**config.mk**
```make
export PLATFORM = sky130hd
export DESIGN_NAME = flash_wp_ctrl
export DESIGN_NICKNAME = d
export VERILOG_FILES = /design/src/rtl/flash_wp_pkg.sv /design/src/rtl/wp_range_decode.sv /design/src/rtl/wp_status_reg.sv /design/src/rtl/wp_access_check.sv /design/src/rtl/flash_wp_ctrl.sv
export SDC_FILE = /design/constraint.sdc
export NUM_CORES = 1
export LEC_CHECK = 0
export BUFFER_PORTS_ARGS = -buffer_cell sky130_fd_sc_hd__buf_2
export CELL_PAD_IN_SITES_DETAIL_PLACEMENT = 1
export CELL_PAD_IN_SITES_GLOBAL_PLACEMENT = 1
export CORE_MARGIN = 5
export CORE_UTILIZATION = 37
export DETAILED_ROUTE_END_ITERATION = 10
export PLACE_DENSITY_LB_ADDON = 0.1
export SYNTH_ARGS = -nofsm -noshare
export SYNTH_HDL_FRONTEND = slang
export SYNTH_SLANG_ARGS = --single-unit
```
**constraint.sdc**
```tcl
create_clock -name clk -period 4.6 [get_ports clk]
set_input_delay 0.46 -clock clk [delete_from_list [all_inputs] [get_ports clk]]
set_output_delay 0.46 -clock clk [all_outputs]
set_load 0.1 [all_outputs]
```
**src/rtl/flash_wp_pkg.sv**
```systemverilog
package flash_wp_pkg;

    localparam int BP_W = 4;

    typedef enum logic [1:0] {
        ACC_PROG       = 2'd0,
        ACC_SECT_ERASE = 2'd1,
        ACC_BLK_ERASE  = 2'd2,
        ACC_CHIP_ERASE = 2'd3
    } acc_kind_e;

    typedef struct packed {
        logic [BP_W-1:0] bp;
        logic            lock;
        logic            wr_ok;
        logic            wr_rej;
    } sr_state_t;

    typedef struct packed {
        logic grant;
        logic reject;
    } acc_resp_t;

endpackage

```
**src/rtl/wp_range_decode.sv**
```systemverilog
// Turns the registered protect code into a per-block protection mask.
module wp_range_decode
    import flash_wp_pkg::*;
#(
    parameter int BLK_BITS = 5
) (
    input  logic [BP_W-1:0]          bp_i,
    output logic [(1<<BLK_BITS)-1:0] prot_mask_o
);
    localparam int NBLK     = 1 << BLK_BITS;
    localparam int DN_FIRST = 15 - BLK_BITS;  // first bottom-anchored code

    logic                mode_up, mode_dn, mode_all;
    logic [BLK_BITS:0]   up_first;  // lowest protected block, top-anchored
    logic [BLK_BITS:0]   dn_count;  // protected block count, bottom-anchored

    always_comb begin
        int code;
        code     = int'(bp_i);
        mode_up  = 1'b0;
        mode_dn  = 1'b0;
        mode_all = 1'b0;
        up_first = '0;
        dn_count = '0;
        if (code == 0) begin
            // nothing protected
        end else if (code <= BLK_BITS) begin
            mode_up  = 1'b1;
            up_first = (BLK_BITS+1)'(NBLK - (1 << (code - 1)));
        end else if (code >= DN_FIRST && code <= 14) begin
            mode_dn  = 1'b1;
            dn_count = (BLK_BITS+1)'(NBLK - (1 << (14 - code)));
        end else begin
            mode_all = 1'b1;
        end
    end

    for (genvar g = 0; g < NBLK; g++) begin : g_blk
        assign prot_mask_o[g] = mode_all
                              | (mode_up && ((BLK_BITS+1)'(g) >= up_first))
                              | (mode_dn && ((BLK_BITS+1)'(g) <  dn_count));
    end

endmodule

```
**src/rtl/wp_status_reg.sv**
```systemverilog
// Protect code and lock bit, with pin/lock gating of writes.
module wp_status_reg
    import flash_wp_pkg::*;
(
    input  logic            clk,
    input  logic            rst_n,
    input  logic            wp_pin_i,
    input  logic            wr_i,
    input  logic [BP_W-1:0] bp_wdata_i,
    input  logic            lock_wdata_i,
    output logic [BP_W-1:0] bp_o,
    output logic            lock_o,
    output logic            wr_ok_o,
    output logic            wr_rej_o
);
    sr_state_t state_d, state_q;
    logic      frozen;

    always_comb begin
        frozen         = !wp_pin_i && state_q.lock;
        state_d        = state_q;
        state_d.wr_ok  = 1'b0;
        state_d.wr_rej = 1'b0;
        if (wr_i) begin
            if (frozen) begin
                state_d.wr_rej = 1'b1;
            end else begin
                state_d.bp    = bp_wdata_i;
                state_d.lock  = lock_wdata_i;
                state_d.wr_ok = 1'b1;
            end
        end
    end

    always_ff @(posedge clk or negedge rst_n) begin
        if (!rst_n) state_q <= '0;
        else        state_q <= state_d;
    end

    assign bp_o     = state_q.bp;
    assign lock_o   = state_q.lock;
    assign wr_ok_o  = state_q.wr_ok;
    assign wr_rej_o = state_q.wr_rej;

endmodule

```
**src/rtl/wp_access_check.sv**
```systemverilog
// Judges one program/erase request per strobe, answering a cycle later.
module wp_access_check
    import flash_wp_pkg::*;
#(
    parameter int ADDR_W  = 21,
    parameter int BLK_LSB = 16
) (
    input  logic                               clk,
    input  logic                               rst_n,
    input  logic                               req_i,
    input  logic [1:0]                         kind_i,
    input  logic [ADDR_W-1:0]                  addr_i,
    input  logic [BP_W-1:0]                    bp_i,
    input  logic [(1<<(ADDR_W-BLK_LSB))-1:0]   prot_mask_i,
    output logic                               grant_o,
    output logic                               reject_o
);
    localparam int BLK_BITS = ADDR_W - BLK_LSB;

    acc_resp_t          resp_d, resp_q;
    logic [BLK_BITS-1:0] blk_idx;
    logic               allowed;
    logic               unused_low;

    assign blk_idx    = addr_i[ADDR_W-1:BLK_LSB];
    assign unused_low = ^addr_i[BLK_LSB-1:0];

    always_comb begin
        if (acc_kind_e'(kind_i) == ACC_CHIP_ERASE) allowed = (bp_i == '0);
        else                                       allowed = !prot_mask_i[blk_idx];
        resp_d.grant  = req_i &&  allowed;
        resp_d.reject = req_i && !allowed;
    end

    always_ff @(posedge clk or negedge rst_n) begin
        if (!rst_n) resp_q <= '0;
        else        resp_q <= resp_d;
    end

    assign grant_o  = resp_q.grant;
    assign reject_o = resp_q.reject;

endmodule

```
**src/rtl/flash_wp_ctrl.sv**
```systemverilog
module flash_wp_ctrl
    import flash_wp_pkg::*;
#(
    parameter int ADDR_W  = 21,
    parameter int BLK_LSB = 16
) (
    input  logic              clk,
    input  logic              rst_n,
    input  logic              wp_pin_i,
    input  logic              sr_wr_i,
    input  logic [3:0]        sr_bp_wdata_i,
    input  logic              sr_lock_wdata_i,
    output logic [3:0]        sr_bp_o,
    output logic              sr_lock_o,
    output logic              sr_wr_ok_o,
    output logic              sr_wr_rej_o,
    input  logic              acc_req_i,
    input  logic [1:0]        acc_kind_i,
    input  logic [ADDR_W-1:0] acc_addr_i,
    output logic              acc_grant_o,
    output logic              acc_reject_o
);
    localparam int BLK_BITS = ADDR_W - BLK_LSB;
    localparam int NBLK     = 1 << BLK_BITS;

    logic [NBLK-1:0] prot_mask;

    wp_status_reg u_sr (
        .clk          (clk),
        .rst_n        (rst_n),
        .wp_pin_i     (wp_pin_i),
        .wr_i         (sr_wr_i),
        .bp_wdata_i   (sr_bp_wdata_i),
        .lock_wdata_i (sr_lock_wdata_i),
        .bp_o         (sr_bp_o),
        .lock_o       (sr_lock_o),
        .wr_ok_o      (sr_wr_ok_o),
        .wr_rej_o     (sr_wr_rej_o)
    );

    wp_range_decode #(.BLK_BITS(BLK_BITS)) u_dec (
        .bp_i        (sr_bp_o),
        .prot_mask_o (prot_mask)
    );

    wp_access_check #(.ADDR_W(ADDR_W), .BLK_LSB(BLK_LSB)) u_acc (
        .clk         (clk),
        .rst_n       (rst_n),
        .req_i       (acc_req_i),
        .kind_i      (acc_kind_i),
        .addr_i      (acc_addr_i),
        .bp_i        (sr_bp_o),
        .prot_mask_i (prot_mask),
        .grant_o     (acc_grant_o),
        .reject_o    (acc_reject_o)
    );

endmodule


```
; Word-level counts from Yosys, hierarchy flattened
; Cells that the tools add are included.
[op_classes]
n_addsub = 4
magnitude_cmp = 68
n_eq_ne = 1
n_shift = 2
mux = 19
n_bitwise = 65
n_reduce_logical = 74
[ops]
columns = op, count
row1 = $ge A5 B6 Y1 const A, 16
row2 = $lt A5 B6 Y1 const A, 16
row3 = $logic_and A1 B1 Y1, 68
row4 = $or A1 B1 Y1, 64
row5 = $shl A1 B32 Y6 const A, 2
row6 = $ge A4 B6 Y1 const A, 8
row7 = $lt A4 B6 Y1 const A, 8
row8 = $mux W6, 5
row9 = $ge A3 B6 Y1 const A, 4
row10 = $lt A3 B6 Y1 const A, 4
row11 = $ge A1 B6 Y1 const A, 2
row12 = $ge A2 B6 Y1 const A, 2
row13 = $lt A1 B6 Y1 const A, 2
row14 = $lt A2 B6 Y1 const A, 2
row15 = $mux W1, 12
row16 = $sub A6 B6 Y6 const A, 2
row17 = $logic_not A4 Y1, 2
row18 = $lt A5 B6 Y1 const B, 1
row19 = $bmux W1 S5, 1
row20 = $sub A4 B1 Y5 const B, 1
row21 = $sub A4 B4 Y5 const A, 1
row22 = $ge A4 B4 Y1 const B, 1
row23 = $le A4 B3 Y1 const B, 1
row24 = $le A4 B4 Y1 const B, 1
row25 = other kinds (5), 7
[word_totals]
register_bits = 9
in_bits = 33
out_inout_bits = 9
elab_cells = 239

; Depth between registers and ports, before layout
; Gate-level depths: netlist of run 1.
[logic_depth]
word_depth = 15
depth_mapped = 16
ltp_nobuf = 13

; Modules after synthesis
; From an unflattened synthesis of run 1, not the netlist that was laid out.
[hier_totals]
cells_unflattened = 225
hier_area_um2 = 1789.2
[by_module_without_submodules]
columns = module, n_inst, cells_each, area_each_um2, seq_area_each_um2
row1 = wp_range_decode, 1, 175, 1129.8, 0.0
row2 = wp_access_check, 1, 33, 395.4, 50.0
row3 = wp_status_reg, 1, 17, 264.0, 175.2

; Worst setup path before layout of run 1
; OpenSTA, ideal clock, no wires.
[synth_path]
path_kind = register to register
start = register u_sr.state_q (netlist bit u_sr.bp_o[0])
end = register u_acc.resp_q (netlist bit u_acc.reject_o)
setup_ps = 67
arrival_time_ps = 4451
t_required_ps = 4533
setup_slack_ps = 82
path_stages_with_launch = 16
n_path_buf = 3
period_less_slack_ps = 4518
cell_sequence = dfrtp_1 > clkbuf_1 > inv_1 > ha_1 > buf_2 > inv_1 > nor3_1 > inv_1 > ha_1 > or4_1 > buf_2 > and2_4 > or4_1 > a2111o_1 > o311ai_2 > and3_1
[synth_lines]
columns = item, line_no
row1 = "start, declared", wp_status_reg.sv:16  ; sr_state_t state_d, state_q;
row2 = "start signal, assigned", wp_status_reg.sv:37  ; else state_q <= state_d;
row3 = "end signal, assigned", wp_access_check.sv:37  ; else resp_q <= resp_d;
row4 = "end, declared", wp_access_check.sv:20  ; acc_resp_t resp_d, resp_q;

==> results of run 1 <==
-- cell type report --
type	count	area share, %
clock buffer	4	2.66
inverter	13	2.88
multi-input combinational	179	68.8
sequential	9	13.3
tap	50	3.69
timing repair buffer	28	8.71
-- worst paths after layout --
kind,endpoint,slack [ps],cells past startpoint
setup / recovery,u_acc.reject_o$_DFF_PN0_,490,12
setup reg to reg,u_acc.reject_o$_DFF_PN0_,490,12
min in group clk,u_sr.wr_rej_o$_DFF_PN0_,400,2
hold reg to reg,u_sr.wr_rej_o$_DFF_PN0_,560,2
hold / removal,u_sr.wr_rej_o$_DFF_PN0_,70,1
max in group asynchronous,u_sr.lock_o$_DFFE_PN0P_,4360,1
-- per-stage QoR --
stage | hold slack, ps | cells | utilization [%]
2_1_floorplan | 164 | 214 | -
3_5_place_dp | 320 | 279 | 41.6
3_3_place_gp | 318 | 279 | 41.6
6_report | 70.9 | 283 | 42.7
4_1_cts | 72.7 | 283 | 42.7
5_1_grt | 78.3 | 283 | 42.7
-- registers in the layout, indices dropped and copies added, names as in the netlist --
| register | cells |
|---|---|
| u_sr.lock_o | 1 |
| u_sr.bp_o | 4 |
| u_acc.grant_o | 1 |
| u_acc.reject_o | 1 |
| u_sr.wr_ok_o | 1 |
| u_sr.wr_rej_o | 1 |
-- routing by layer --
layer,global-route usage [%],routed length (µm),up-vias
met5,0,0,-
met4,8.65,157,0
met3,1.23,111,14
met2,37.8,2670,38
met1,24.6,2380,832
li1,-,-,847
-- cell families (layout without fill, tap and decap cells) --
family	after synthesis	after routing	synth area share [%]
flip-flops	9	9	15.0
multiplexers	1	1	0.664
AND/OR/NAND/NOR	88	88	31.7
buffers and inverters	26	45	7.64
AO/OA/AOI/OAI	77	77	36.0
XOR/XNOR	7	7	4.07
adder cells (fa/ha/maj)	6	6	4.98
-- power by group through the flow --
stage | registers (W) | clock network [W] | logic [W]
floorplan | 0.000181 | 0 | 0.000281
detailed placement | 0.000112 | 0 | 0.000455
finish | 0.000111 | 0.0000890 | 0.000458
global route | 0.000115 | 0.0000973 | 0.000500
global placement | 0.000111 | 0 | 0.000446
CTS | 0.000111 | 0.0000927 | 0.000458
-- cells in the final DEF, fill, tap and decap left out, types with 6 or more instances in the layout --
| master | instances |
|---|---|
| nand3_1 | 6 |
| buf_2 | 25 |
| ha_1 | 6 |
| nand2_1 | 24 |
| o21ai_0 | 17 |
| a21oi_1 | 13 |
| nor3_1 | 8 |
| inv_1 | 12 |
| nor2_1 | 13 |
| o211ai_1 | 6 |
| dfrtp_1 | 9 |
==> run_results.csv, run 1 <==
group,metric,value,unit
run_status,outcome,"finished clean",
timing,setup_tns,0,ps
logic_synthesis,yosys.area.top_type_share,15.0,%
critical_path,critPathRequiredTime,4760,ps
clock_tree,clk_path_buf_depth,2,
power_and_ir_drop,leakagePower,0.679,nW
clock_tree,cts_resized,0,
floorplanning,start_util,37.9,%
drt,ant_nets,0,
timing,fmax,0.243,GHz
timing,fin_ws,491,ps
critical_path,critPathLaunch,"u_sr.bp_o[1]$_DFFE_PN0P_",
drt,firstDrtPassIters,4,
critical_path,start_kind,"register",
cells_and_area,drive_gt1_share,17.6,%
timing,setup_viol,0,
floorplanning,dieHeight,73.8,µm
clock_tree,cts_hold_buf,0,
power_and_ir_drop,total_power,0.000658,W
critical_path,r2r-start,"u_sr.bp_o[1]$_DFFE_PN0P_",
clock_tree,cts_setup_buffers,0,
floorplanning,placementRows,23,
drt,wl,5320,µm
placement,portBuffers,25,
logic_synthesis,synthCells,214,
critical_path,arrival,4270,ps
critical_path,setup.worst_path.class,"register to register",
critical_path,path_cells,"inv_1, ha_1, xor2_1, nor3_1, inv_1, ha_1, or4_1, and2_4, or4_1, a2111o_1, o311ai_2, and3_1",
grt,grt_overflow,0,
power_and_ir_drop,cell_internal_pwr,0.000294,W
logic_synthesis,synthMostInstantiatedCell,"nand2_1",
placement,pre_cts_slack,511,ps
timing,period_needed,4110,ps
logic_synthesis,yosys-top-cells-area,"dfrtp_1, nand2_1, o21ai_0, ha_1, a21oi_1",
logic_synthesis,yosys-top-cells-count,"nand2_1, o21ai_0, a21oi_1, nor2_1, inv_1",
grt,grt_pass1_vias,1849,
placement,hpwl,4310,µm
worst_hold_path,hold_path_class,"primary input to asynchronous set/reset pin",
cells_and_area,area_delta_synth_final,12.5,%
grt,grtUsageTotal,20.7,%
cells_and_area,fillers,519,
critical_path,cp_max_fo,12,
logic_synthesis,synth_edf_count,0,
timing,tightestPinTransition,834,ps
power_and_ir_drop,comb_power_share,69.6,%
timing,final-hold-violation-count,0,
clock_tree,cts_buffers,3,
job,cap_viol_max_count,0,
placement,routabilityCongestion,0.957,
logic_synthesis,synth_seq_cells,9,
floorplanning,io_pins,42,
floorplanning,die_x,73.8,µm
clock_tree,ctsRootBufferMaster,"clkbuf_8",
cells_and_area,seq_area,225,µm²
logic_synthesis,ys_types,65,
cells_and_area,fin_nets,273,
power_and_ir_drop,p_sw,0.000365,W
critical_path,crit_slowest_cell,"or4_1",
clock_tree,cts_tree,"yes",
critical_path,crit_buf_inv,2,
timing,slew_headroom,43.5,%
timing,skew,2.18,ps
logic_synthesis,syn_nets,253,
floorplanning,coreArea,0.00397,mm²
grt,grt_max_degree,24,
clock_tree,clk_pin_slew,40,ps
logic_synthesis,ys_warn_count,0,
clock_tree,htree_levels,1,
drt,wl_per_cell,18.8,µm
power_and_ir_drop,switching_share,55.4,%
timing,finalMaxSlewViolations,0,
drt,route.vias.total,1731,
logic_synthesis,synthArstFlopShare,100,%
cells_and_area,design_area,0.00170,mm²
critical_path,crit_family,"simple AND/OR/NAND/NOR gates",
cells_and_area,insertedDiodeCount,0,
logic_synthesis,synth_area_leader_cell,"dfrtp_1",
critical_path,cp-end-kind,"register",
clock_tree,clk_latency,230,ps
logic_synthesis,ys.flop_type,"dfrtp_1",
clock_tree,cts.sinks,9,
critical_path,cpPeakStageDelay,650,ps
grt,grt_pass1_wl,8810,µm
grt,antenna_found_initial,0,
cells_and_area,multiInputGateArea,0.00117,mm²
power_and_ir_drop,peakVddDrop,0.000273,V
logic_synthesis,syn_area,0.00151,mm²
timing,min_period_over_period,89.3,%
logic_synthesis,postSynthAreaPerCell,7.04,µm²
drt,first_iter_violations,68,
placement,place_area,0.00165,mm²
drt,drc,0,
power_and_ir_drop,pwr-share-seq,16.9,%
power_and_ir_drop,power_density,388,mW/mm²
power_and_ir_drop,pwr-share-clk,13.5,%
floorplanning,design.die.area,0.00545,mm²
logic_synthesis,yosysSeqAreaShare,15.0,%
drt,via_per_inst,6.12,
timing,rsz0062_at_grt,"false",
Power figures use the tool's default switching activity.
==> run 2: changes to the inputs <==
--- a/config.mk
+++ b/config.mk
@@ -9,7 +9,7 @@
 export CELL_PAD_IN_SITES_DETAIL_PLACEMENT = 1
 export CELL_PAD_IN_SITES_GLOBAL_PLACEMENT = 1
 export CORE_MARGIN = 5
-export CORE_UTILIZATION = 37
+export CORE_UTILIZATION = 33
 export DETAILED_ROUTE_END_ITERATION = 10
 export PLACE_DENSITY_LB_ADDON = 0.1
 export SYNTH_ARGS = -nofsm -noshare
==> constraint.sdc (replaced) <==
create_clock -name clk -period 3.7 [get_ports clk]
set_input_delay 0.37 -clock clk [delete_from_list [all_inputs] [get_ports clk]]
set_output_delay 0.37 -clock clk [all_outputs]
set_load 0.1 [all_outputs]
==> run 2 against run 1 <==
Setup slack lost 330 ps. Flip-flop and latch count is the same. Register-to-register slack lost 330 ps. Count of clock-buffer cells in the layout is the same. First-iteration DRC count grew 74%. Maximum frequency grew 16%. Via count grew 2.0%. Global-route usage shrank 2.0 points. Critical path type unchanged.
==> run_results.csv, run 2 (synthesis results as in run 1) <==
group,metric,value,unit
clock_tree,cts_tree,"yes",
drt,drc,0,
floorplanning,io_pins,42,
placement,portBuffers,25,
drt,wl_per_cell,18.9,µm
floorplanning,dieHeight,77.6,µm
grt,grt_max_degree,24,
cells_and_area,drive_gt1_share,27.0,%
critical_path,cp_max_fo,12,
critical_path,rrSetupSlack,170,ps
cells_and_area,largest_reg_flops,4,
drt,firstDrtPassIters,4,
clock_tree,ctsRootBufferMaster,"clkbuf_8",
grt,grt_overflow,0,
grt,met3_usage,1.74,%
placement,routabilityCongestion,0.949,
drt,wl,5600,µm
clock_tree,cts_setup_buffers,0,
worst_hold_path,hold_path_class,"primary input to register",
timing,period_needed,3530,ps
floorplanning,die_x,77.6,µm
critical_path,r2r-end,"u_acc.reject_o$_DFF_PN0_",
timing,rsz0062_at_grt,"false",
timing,skew,1.14,ps
drt,first_iter_violations,118,
grt,antenna_found_initial,0,
cells_and_area,insertedDiodeCount,0,
clock_tree,clk_pin_slew,40,ps
power_and_ir_drop,peakVddDrop,0.000292,V
timing,holdWs,305,ps
cells_and_area,area_delta_synth_final,24.9,%
clock_tree,clk_latency,230,ps
floorplanning,coreArea,0.00438,mm²
drt,via_per_inst,5.96,
placement,hpwl,4540,µm
timing,setup_tns,0,ps
run_status,outcome,"finished clean",
cells_and_area,fin_nets,284,
worst_hold_path,min_from,"wp_pin_i",
critical_path,path_common_cell,"inv_1",
drt,route.vias.total,1765,
clock_tree,htree_levels,1,
clock_tree,clk_path_buf_depth,2,
clock_tree,cts.sinks,9,
clock_tree,cts_buffers,3,
timing,fmax,0.283,GHz
critical_path,crit_slowest_cell,"or4_4",
timing,final-hold-violation-count,0,
timing,tightestPinTransition,495,ps
critical_path,crit_family,"simple AND/OR/NAND/NOR gates",
critical_path,cp-end-kind,"register",
cells_and_area,multiInputGateArea,0.00125,mm²
critical_path,reg2reg_depth,12,
cells_and_area,final_cell_mix,"buf_2, nand2_1, o21ai_0",
floorplanning,placementRows,24,
worst_hold_path,hold_path_depth,2,
critical_path,arrival,3710,ps
grt,top_usage_layer,"met2",
critical_path,path_cells,"inv_1, ha_4, xor2_4, nor3_2, inv_1, ha_2, or4_4, and2_4, or4_1, a2111o_1, o311ai_2, and3_1",
power_and_ir_drop,power_density,485,mW/mm²
cells_and_area,seq_area,234,µm²
timing,min_period_over_period,95.5,%
critical_path,cpPeakStageDelay,570,ps
critical_path,start_kind,"register",
grt,grt_pass1_wl,9250,µm
timing,slew_headroom,67.2,%
timing,finalMaxSlewViolations,0,
cells_and_area,final_common_cell,"buf_2",
drt,ant_nets,0,
placement,pre_cts_slack,38.5,ps
cells_and_area,fillers,577,
critical_path,critPathRequiredTime,3870,ps
floorplanning,start_util,34.4,%
timing,fin_ws,166,ps
grt,use_met2,33.2,%
critical_path,r2r-start,"u_sr.bp_o[1]$_DFFE_PN0P_",
grt,grtUsageTotal,18.7,%
power_and_ir_drop,leakagePower,0.745,nW
critical_path,critPathLaunch,"u_sr.bp_o[1]$_DFFE_PN0P_",
critical_path,crit_buf_inv,2,
job,cap_viol_max_count,0,
grt,grtUsageMet1,22.6,%
worst_hold_path,min_to,"u_sr.wr_rej_o$_DFF_PN0_",
timing,setup_viol,0,
critical_path,setup.worst_path.class,"register to register",
floorplanning,design.die.area,0.00602,mm²
grt,grt_pass1_vias,1902,
## run 2: cell types whose count changed in the layout (fill, tap and decap cells not counted), sizes merged
cell and delta:
buf +10, dlygate4sd3 +1
## run 2: cell type report
class,count,share of cell area (%)
Clock buffer,4,2.39
Inverter,13,2.99
Sequential cell,9,12.4
Timing Repair Buffer,39,12.4
Multi-Input combinational cell,179,66.4
Tap cell,52,3.46
## run 2: routing by layer
| metal | vias to the layer above | wire length [µm] |
|---|---|---|
| met4 | 0 | 163 |
| li1 | 863 | - |
| met2 | 46 | 2770 |
| met1 | 840 | 2480 |
| met3 | 16 | 190 |
| met5 | - | 0 |
## run 2: worst max-delay path by stage
stage	to	cells after the start
after floorplan	u_acc.reject_o$_DFF_PN0_	15
after global placement	u_acc.reject_o$_DFF_PN0_	12
after detailed placement	u_acc.reject_o$_DFF_PN0_	12
after CTS	u_acc.reject_o$_DFF_PN0_	13
after global routing	u_acc.reject_o$_DFF_PN0_	13
final	u_acc.reject_o$_DFF_PN0_	12
## run 2: report_power, final
group | switching, W | internal (W) | total (W)
Clock | 0.0000393 | 0.0000751 | 0.000114
Sequential | 0.0000252 | 0.000115 | 0.000140
Combinational | 0.000432 | 0.000226 | 0.000658
Total | 0.000497 | 0.000416 | 0.000913
## run 2: through the flow
step	utilization, %	instance area, µm²	total power, W	std cells
final	42.9	1880	0.000913	296
after global routing	42.9	1880	0.000983	296
after CTS	41.5	1820	0.000887	296
after detailed placement	40.2	1760	0.000765	291
after global placement	40.2	1760	0.000751	291
after floorplan	-	1570	0.000604	214
## run 2: repair_timing
action / 4_1_cts / 5_1_grt
endpoints found under the hold margin: 9 / 0
setup endpoints to repair: 0 / 2
resized for setup: 0 / 11
hold buffers: 1 / 0
==> run 3: changes to the inputs <==
--- a/config.mk
+++ b/config.mk
@@ -5,13 +5,16 @@
 export SDC_FILE = /design/constraint.sdc
 export NUM_CORES = 1
 export LEC_CHECK = 0
+export ABC_AREA = 1
 export BUFFER_PORTS_ARGS = -buffer_cell sky130_fd_sc_hd__buf_2
 export CELL_PAD_IN_SITES_DETAIL_PLACEMENT = 1
 export CELL_PAD_IN_SITES_GLOBAL_PLACEMENT = 1
 export CORE_MARGIN = 5
 export CORE_UTILIZATION = 33
 export DETAILED_ROUTE_END_ITERATION = 10
+export GPL_TIMING_DRIVEN = 0
 export PLACE_DENSITY_LB_ADDON = 0.1
+export SLEW_MARGIN = 20
 export SYNTH_ARGS = -nofsm -noshare
 export SYNTH_HDL_FRONTEND = slang
 export SYNTH_SLANG_ARGS = --single-unit
==> run 3 against run 2 <==
Synthesized area rose by 15%. Non-clock buffer count fell by 9. Critical path type unchanged. Clock skew barely moved. Largest power group unchanged. Critical endpoint is now u_acc.grant_o$_DFF_PN0_. Utilization fell by 3.5 points.
==> run_results.csv, run 3 <==
group,metric,value,unit
run_status,outcome,"finished clean",
logic_synthesis,synthCells,311,
logic_synthesis,synth_seq_cells,9,
timing,holdWs,336,ps
critical_path,path_cells,"inv_1, ha_2, inv_2, nor2_1, nand2_1, nor2_1, nand2_1, ha_1, inv_1, nand4_1, nand2_1, nor2_2, nor2_4, nand2_1, nand2_1, nand3_1, nand2_1, nand3_1, nand2_1, nand3_1, nand3_1, nand2_1, nor2_1",
floorplanning,start_util,34.0,%
timing,skew,1.41,ps
floorplanning,design.die.area,0.00682,mm²
drt,drc,0,
logic_synthesis,postSynthAreaPerCell,5.59,µm²
critical_path,cpPeakStageDelay,480,ps
timing,period_needed,3250,ps
critical_path,cp_max_fo,8,
logic_synthesis,ys.flop_type,"dfrtp_1",
logic_synthesis,synth_edf_count,0,
cells_and_area,final_util,39.4,%
clock_tree,htree_levels,1,
cells_and_area,final_cell_mix,"nand2_1, nand3_1, nor2_1",
critical_path,setup.worst_path.class,"register to register",
drt,via_per_inst,4.99,
timing,tightestPinTransition,489,ps
grt,antenna_found_initial,0,
floorplanning,coreArea,0.00511,mm²
drt,firstDrtPassIters,4,
cells_and_area,area_delta_synth_final,15.8,%
cells_and_area,final_common_cell,"nand2_1",
floorplanning,io_pins,42,
logic_synthesis,yosys-top-cells-count,"nand2_1, nand3_1, nor2_1",
grt,grt_pass1_vias,2038,
critical_path,critPathRequiredTime,3860,ps
timing,setup_tns,0,ps
logic_synthesis,ys_types,34,
critical_path,cp-end-kind,"register",
power_and_ir_drop,peakVddDrop,0.000247,V
critical_path,path_common_cell,"nand2_1",
logic_synthesis,yosysSeqAreaShare,13.0,%
placement,hpwl,4780,µm
floorplanning,dieHeight,82.6,µm
grt,grtUsageTotal,17.9,%
cells_and_area,insertedDiodeCount,0,
grt,grt_pass1_wl,9560,µm
clock_tree,clk_latency,230,ps
floorplanning,die_x,82.6,µm
logic_synthesis,yosys.area.top_type_share,21.0,%
drt,route.vias.total,2052,
timing,setup_viol,0,
critical_path,crit_buf_inv,3,
clock_tree,ctsRootBufferMaster,"clkbuf_8",
power_and_ir_drop,leakagePower,1.07,nW
clock_tree,cts_buffers,3,
critical_path,start_kind,"register",
logic_synthesis,synthArstFlopShare,100,%
clock_tree,cts.sinks,9,
timing,min_period_over_period,87.7,%
logic_synthesis,synthMostInstantiatedCell,"nand2_1",
logic_synthesis,syn_area,0.00174,mm²
logic_synthesis,synth_area_leader_cell,"nand2_1",
drt,wl_per_cell,13.6,µm
timing,fmax,0.308,GHz
critical_path,crit_family,"simple AND/OR/NAND/NOR gates",
floorplanning,placementRows,26,
critical_path,arrival,3400,ps
power_and_ir_drop,power_density,439,mW/mm²
drt,ant_nets,0,
cells_and_area,fin_nets,381,
worst_hold_path,hold_path_class,"primary input to register",
critical_path,crit_slowest_cell,"dfrtp_1",
clock_tree,cts_setup_buffers,0,
drt,wl,5600,µm
grt,grt_max_degree,11,
critical_path,rrSetupSlack,450,ps
clock_tree,clk_path_buf_depth,2,
placement,portBuffers,25,
clock_tree,cts_tree,"yes",
cells_and_area,drive_gt1_share,22.0,%
logic_synthesis,syn_nets,350,
clock_tree,clk_pin_slew,40,ps
placement,routabilityCongestion,0.803,
timing,slew_headroom,67.6,%
grt,grt_overflow,0,
logic_synthesis,yosys-top-cells-area,"nand2_1, dfrtp_1, nand3_1, nor2_1, inv_1",
job,cap_viol_max_count,0,
timing,final-hold-violation-count,0,
timing,rsz0062_at_grt,"false",
timing,finalMaxSlewViolations,0,
logic_synthesis,ys_warn_count,0,
cells_and_area,largest_reg_flops,4,
drt,first_iter_violations,51,
run 3: logic make-up (layout without fill, tap and decap cells):
logic type               count (synthesis)  after routing  share of synthesized area (%)
AND/OR/NAND/NOR                        223            223                           62.1
buffers and inverters                   45             75                           10.9
AO/OA/AOI/OAI                           28             28                           9.65
flip-flops                               9              9                           13.0
adder cells (fa/ha/maj)                  6              6                           4.32
run 3: path summary, 6_finish.rpt:
path                                       endpoint                     start  depth (start not counted)
max reg2reg                 u_acc.grant_o$_DFF_PN0_  u_sr.bp_o[1]$_DFFE_PN0P_                         23
min                         u_sr.lock_o$_DFFE_PN0P_           sr_lock_wdata_i                          3
min reg2reg                 u_sr.lock_o$_DFFE_PN0P_   u_sr.lock_o$_DFFE_PN0P_                          2
min in group asynchronous  u_sr.bp_o[3]$_DFFE_PN0P_                     rst_n                          2
max                         u_acc.grant_o$_DFF_PN0_  u_sr.bp_o[1]$_DFFE_PN0P_                         23
max in group asynchronous  u_sr.bp_o[0]$_DFFE_PN0P_                     rst_n                          2
run 3: area by class of cell:
type	count	area (µm²)
buffer	4	33.8
clock buffer	4	45.0
fill	731	3090
inverter	41	156
multi-input combinational	257	1330
sequential	9	226
tap	70	87.6
timing repair buffer	26	135
run 3: worst register-to-register path, cell delays in order, from the launching register on:
cell and delay (ps):
dfrtp_1 480, inv_1 130, ha_2 420, inv_2 90, nor2_1 90, nand2_1 90, nor2_1 140, nand2_1 100
ha_1 240, inv_1 90, nand4_1 150, nand2_1 110, nor2_2 60, nor2_4 160, nand2_1 100, nand2_1 100
nand3_1 90, nand2_1 70, nand3_1 70, nand2_1 70, nand3_1 70, nand3_1 120, nand2_1 60, nor2_1 90
run 3: what timing repair did:
action / CTS / global route
setup endpoints to repair: 0 / 2
hold buffers: 1 / 0
resized for setup: 0 / 3
hold endpoints to repair: 9 / 0
run 3: per-stage QoR:
step	std cells	total power (W)	cell area, µm²	worst slack (ps)
floorplan	311	0.000631	1740	165
global placement	406	0.000764	1950	281
detailed placement	406	0.000772	1950	247
CTS	411	0.000891	2010	222
global route	411	0.000971	2010	45.9
finish	411	0.000885	2010	453
run 3: per-layer routing:
layer  vias to the layer above  wire (µm)  track usage, %
met5                         -          0               0
met2                        28       2790            32.8
li1                       1071          -               -
met3                         8        107           0.542
met1                       945       2630            22.9
met4                         0         68            4.90
run 3: power by group:
group | internal [W] | total [W] | switching (W)
Sequential | 0.000112 | 0.000124 | 0.0000125
Clock | 0.0000749 | 0.000112 | 0.0000374
Combinational | 0.000181 | 0.000648 | 0.000467
